## config.mk

```make
export PLATFORM = sky130hd
export DESIGN_NAME = bitsel_pwm
export DESIGN_NICKNAME = d
export VERILOG_FILES = /design/src/rtl/bitsel_pwm_pkg.sv /design/src/rtl/bitsel_pwm_regs.sv /design/src/rtl/bitsel_pwm_core.sv /design/src/rtl/bitsel_pwm.sv
export SDC_FILE = /design/constraint.sdc
export NUM_CORES = 1
export LEC_CHECK = 0
export BUFFER_PORTS_ARGS = -buffer_cell sky130_fd_sc_hd__buf_4
export CORE_ASPECT_RATIO = 1.4
export CORE_UTILIZATION = 40
export CTS_CLUSTER_SIZE = 16
export DETAILED_ROUTE_END_ITERATION = 7
export SYNTH_ARGS = -nofsm -noshare
export SYNTH_HDL_FRONTEND = slang
export SYNTH_SLANG_ARGS = --single-unit
```

## constraint.sdc

```tcl
create_clock -name clk -period 2.02 [get_ports clk]
set_input_delay 0.101 -clock clk [delete_from_list [all_inputs] [get_ports clk]]
set_output_delay 0.101 -clock clk [all_outputs]
set_load 0.01 [all_outputs]
```

## src/rtl/bitsel_pwm_pkg.sv

```systemverilog
package bitsel_pwm_pkg;
  localparam int CNT_W   = 8;
  localparam int PSC_W   = 2;
  localparam int DATA_W  = 8;
  localparam int ADDR_W  = 1;
  localparam int DUTY_W  = CNT_W - 1;
  localparam int NUM_PSC = 1 << PSC_W;
  localparam int EN_BIT  = DATA_W - 1;

  localparam logic [ADDR_W-1:0] ADDR_CTRL = ADDR_W'(0);
  localparam logic [ADDR_W-1:0] ADDR_DUTY = ADDR_W'(1);

  typedef struct packed {
    logic              enable;
    logic [PSC_W-1:0]  psc;
    logic [DUTY_W-1:0] duty;
  } pwmCfg_t;
endpackage

```

## src/rtl/bitsel_pwm_regs.sv

```systemverilog
module bitsel_pwm_regs
  import bitsel_pwm_pkg::*;
(
  input  logic              clk,
  input  logic              rstN,
  input  logic              wrEn,
  input  logic [ADDR_W-1:0] addr,
  input  logic [DATA_W-1:0] wrData,
  output logic [DATA_W-1:0] rdData,
  output pwmCfg_t           cfg
);
  logic              enQ;
  logic [PSC_W-1:0]  pscQ;
  logic [DUTY_W-1:0] dutyQ;

  logic ctrlWr, dutyWr;
  assign ctrlWr = wrEn && (addr == ADDR_CTRL);
  assign dutyWr = wrEn && (addr == ADDR_DUTY);

  always_ff @(posedge clk) begin
    if (!rstN) begin
      enQ   <= 1'b0;
      pscQ  <= '0;
      dutyQ <= '0;
    end else begin
      if (ctrlWr) begin
        enQ  <= wrData[EN_BIT];
        pscQ <= wrData[PSC_W-1:0];
      end
      if (dutyWr) begin
        dutyQ <= wrData[DUTY_W-1:0];
      end
    end
  end

  always_comb begin
    rdData = '0;
    if (addr == ADDR_CTRL) begin
      rdData[EN_BIT]      = enQ;
      rdData[PSC_W-1:0]   = pscQ;
    end else if (addr == ADDR_DUTY) begin
      rdData[DUTY_W-1:0]  = dutyQ;
    end
  end

  assign cfg = '{enable: enQ, psc: pscQ, duty: dutyQ};
endmodule

```

## src/rtl/bitsel_pwm_core.sv

```systemverilog
module bitsel_pwm_core
  import bitsel_pwm_pkg::*;
(
  input  logic             clk,
  input  logic             rstN,
  input  logic             tickEn,
  input  pwmCfg_t          cfg,
  input  logic             gpioIn,
  output logic             pwmOut,
  output logic [CNT_W-1:0] cnt
);
  logic [CNT_W-1:0]   cntQ;
  logic [CNT_W-1:0]   cntInc;
  logic [NUM_PSC-1:0] wrapVec;
  logic [CNT_W-1:0]   maskArr [NUM_PSC];
  logic               wrapNow;
  logic [CNT_W-1:0]   cntMasked;
  logic               pwmRaw;

  assign cntInc = cntQ + CNT_W'(1);

  // One reset-bit tap and one compare mask per prescaler setting
  for (genvar p = 0; p < NUM_PSC; p++) begin : g_sel
    localparam int RB = CNT_W - 1 - p;
    assign wrapVec[p] = cntInc[RB];
    assign maskArr[p] = CNT_W'((1 << RB) - 1);
  end

  assign wrapNow = wrapVec[cfg.psc];

  always_ff @(posedge clk) begin
    if (!rstN) begin
      cntQ <= '0;
    end else if (tickEn) begin
      cntQ <= wrapNow ? '0 : cntInc;
    end
  end

  assign cntMasked = cntQ & maskArr[cfg.psc];
  assign pwmRaw    = cntMasked < {1'b0, cfg.duty};
  assign pwmOut    = cfg.enable ? pwmRaw : gpioIn;
  assign cnt       = cntQ;
endmodule

```

## src/rtl/bitsel_pwm.sv

```systemverilog
module bitsel_pwm
  import bitsel_pwm_pkg::*;
(
  input  logic              clk,
  input  logic              rstN,
  input  logic              tickEn,
  input  logic              wrEn,
  input  logic [ADDR_W-1:0] addr,
  input  logic [DATA_W-1:0] wrData,
  output logic [DATA_W-1:0] rdData,
  input  logic              gpioIn,
  output logic              pwmOut
);
  pwmCfg_t          cfg;
  logic [CNT_W-1:0] cntVal;

  bitsel_pwm_regs uRegs (
    .clk    (clk),
    .rstN   (rstN),
    .wrEn   (wrEn),
    .addr   (addr),
    .wrData (wrData),
    .rdData (rdData),
    .cfg    (cfg)
  );

  bitsel_pwm_core uCore (
    .clk    (clk),
    .rstN   (rstN),
    .tickEn (tickEn),
    .cfg    (cfg),
    .gpioIn (gpioIn),
    .pwmOut (pwmOut),
    .cnt    (cntVal)
  );
endmodule

```

==> impl_metrics.yaml <==
clocking:
  worstSkewPairLatency_ns: 0.30
  cts_root_buf: "clkbuf_4"
  ctsHtreeMaxLevel: 1
  cts_made_buffers: 3
  clk_pin_slew_ns: 0.11
  hold_buffers: 0
  cts_tree: "done"
  clock_sinks: 18
  ctsLongestPathBuffers: 2
timing:
  timing.setup.tns_ns: 0
  max_freq_ghz: 0.508
  whs_ns: 0.0162
  max_slew_margin_pct: 71.3
  final.min_clock_period_ns: 1.97
  worst_pin_slew_ns: 0.430
  rsz0062_at_grt: "yes"
  maxSlewViolCount: 0
  finalClockSkew_ns: 0.00127
  setup_viol: 0
  hold_viol: 0
  setup_ws_ns: 0.0532
  finalCritPeriodShare_pct: 97.4
yosys:
  yosysWarnings: 0
  synth_area_per_cell_um2: 8.08
  ys_top_cells_by_area: "dfxtp_1 (31%), ha_1 (7.6%), a21oi_1 (4.8%)"
  netlist.area_leader.share_pct: 31.4
  synthArstFlopShare_pct: 0
  ys_seq_area_share_pct: 31.4
  synth-main-ff-cell: "dfxtp_1"
  synth_edf_count: 0
  syn_area_um2: 1150
  yosysUniqueCellTypes: 36
  synthCells: 142
  yosys.area.top_type: "dfxtp_1"
  synth.most_common_cell: "dfxtp_1"
  netlist_top_cells_count: "dfxtp_1 (18), nand2_1 (12), nor2_1 (12), a21oi_1 (11), nand3_1 (11)"
  synth.net_count: 163
  ys_ff_latch: 18
drt:
  drt-pass1-iter-count: 4
  wl_per_cell_um: 13.3
  vias_per_cell: 5.29
  drc: 0
  wirelength_mm: 2.65
  ant_nets: 0
  vias: 1057
  dr.first_iter.drc_count: 21
global_routing:
  grt_max_degree: 18
  grt_util_all_layers_pct: 20.2
  grt_pass1_vias: 1057
  grt_overflow: 0
  grt_pass1_wl_mm: 4.60
  antenna_found_initial: 0
floorplanning:
  core_area_um2: 2670
  die_w_um: 47.3
  start_util_pct: 43.0
  rows: 22
  ios: 23
  die_area_um2: 3090
  die_h_um: 65.4
job:
  drv_cap: 0
worst_setup_path:
  worst_ep_required_time_ns: 2.26
  crit_fanout: 6
  r2r-end: "uCore.cnt[3]"
  criticalPathCategory: "flip-flop to flip-flop"
  cp_data_arrival_time_ns: 2.20
  rrSetupSlack_ns: 0.05
  worstReg2RegStart: "uCore.cnt[0]"
  rr_worst_depth: 6
  end_kind: "flip-flop"
  cp-start-kind: "flip-flop"
placement:
  numPortBuffers: 22
  place_hpwl_mm: 1.95
  place_worst_setup_slack_ns: 0.0887
  dpl_cell_area_um2: 1330
  gp_congestion: 0.804
pwr:
  power_density_nw_per_um2: 517
  ir_drop_v: 0.000353
  power_leakage_nw: 0.600
layout:
  fin_util_pct: 53.2
  diodes: 0
  final_nets: 186
  layout-drive-gt1-share_pct: 28.0
  fin_area_um2: 1420
  synthToLayoutAreaGrowth_pct: 23.9
min_path:
  worstHoldEndpoint: "uCore.cnt[1]"
  min-delay-start: "rstN"
  hold_path.class: "primary input to flip-flop"
  hold_depth: 2
status:
  outcome: "finished clean"
[power breakdown]
part           switching (W)  internal (W)  leakage, nW
registers          0.0000105      0.000365        0.148
clock network       0.000121      0.000110       0.0210
logic              0.0000633     0.0000648        0.431
total               0.000194      0.000540        0.600
[cell type report]
class	count	area, um2
clock buffer	4	36.3
fill	286	1250
inverter	9	33.8
multi-input combinational	106	736
sequential	18	368
tap	36	45.0
timing repair buffer	27	203
[cells by family after synthesis]
kind of cell | count (synthesis) | share of synthesized area [%]
fa+ha+maj | 7 | 7.63
mux | 4 | 3.71
xor+xnor | 5 | 3.82
buf+inv | 18 | 6.76
compound gates | 28 | 16.7
simple gates | 62 | 30.0
flops | 18 | 31.4
[worst max-delay path by stage]
| stage | startpoint | to | slack [ns] | cells past startpoint |
|---|---|---|---|---|
| final | uCore.cnt[0] | uCore.cnt[3] | 0.05 | 6 |
| after CTS | uCore.cnt[4] | pwmOut | 0.01 | 7 |
| after global placement | uRegs.pscQ[1] | pwmOut | 0.17 | 7 |
| after floorplan | uRegs.pscQ[0] | pwmOut | 0.22 | 7 |
| after detailed placement | uRegs.pscQ[1] | pwmOut | 0.09 | 7 |
| after global routing | uCore.cnt[4] | pwmOut | -0.05 | 7 |
[registers in the layout, summed over array words and instances, names as in the netlist]
name and flops:
uCore.cnt 8, uRegs.dutyQ 7, uRegs.enQ 1, uRegs.pscQ 2
[per-stage QoR]
step / instances / total power (W)
2_1_floorplan: 142 / 0.000457
3_3_place_gp: 193 / 0.000503
3_5_place_dp: 193 / 0.000506
4_1_cts: 200 / 0.000736
5_1_grt: 200 / 0.000769
6_report: 200 / 0.000734
[worst max-delay path, stage by stage, from the launching register on]
cell and delay [ns]:
dfxtp_1 0.37, ha_1 0.22, and3_1 0.25, a211oi_2 0.31
nor3_1 0.13, a311o_2 0.45, nor3_2 0.18
[per-layer routing]
layer,vias to the layer above,share of wire [%],track usage [%]
li1,538,-,-
met1,496,43,23.8
met2,17,53,36.3
met3,6,2.0,2.75
met4,0,2.0,5.36
met5,-,0,0
[repair_timing]
action / CTS / global route
pin swaps: 2 / 5
setup buffers: 3 / 0
endpoints found under the hold margin: 0 / 0
resized for setup: 9 / 4
endpoints found under the setup margin: 1 / 7
[cells in the final DEF (no fill, tap or decap), types with 2 or more instances in the layout]
cell type / n
buf_4: 27
dfxtp_1: 16
nor2_1: 12
nand2_1: 12
nand3_1: 11
a21oi_1: 10
inv_1: 9
ha_1: 7
and2_1: 6
xor2_1: 5
and2b_1: 3
o21ai_0: 3
clkbuf_4: 3
mux2_2: 2
nor3b_1: 2
nand2b_1: 2
o21ai_1: 2
nor2b_1: 2
mux2i_1: 2
nand4_1: 2
and3_1: 2
a211oi_2: 2
nor3_1: 2
a311oi_2: 2
nor4_1: 2
o21a_1: 2
dfxtp_4: 2
(Power assumes the default switching activity.)
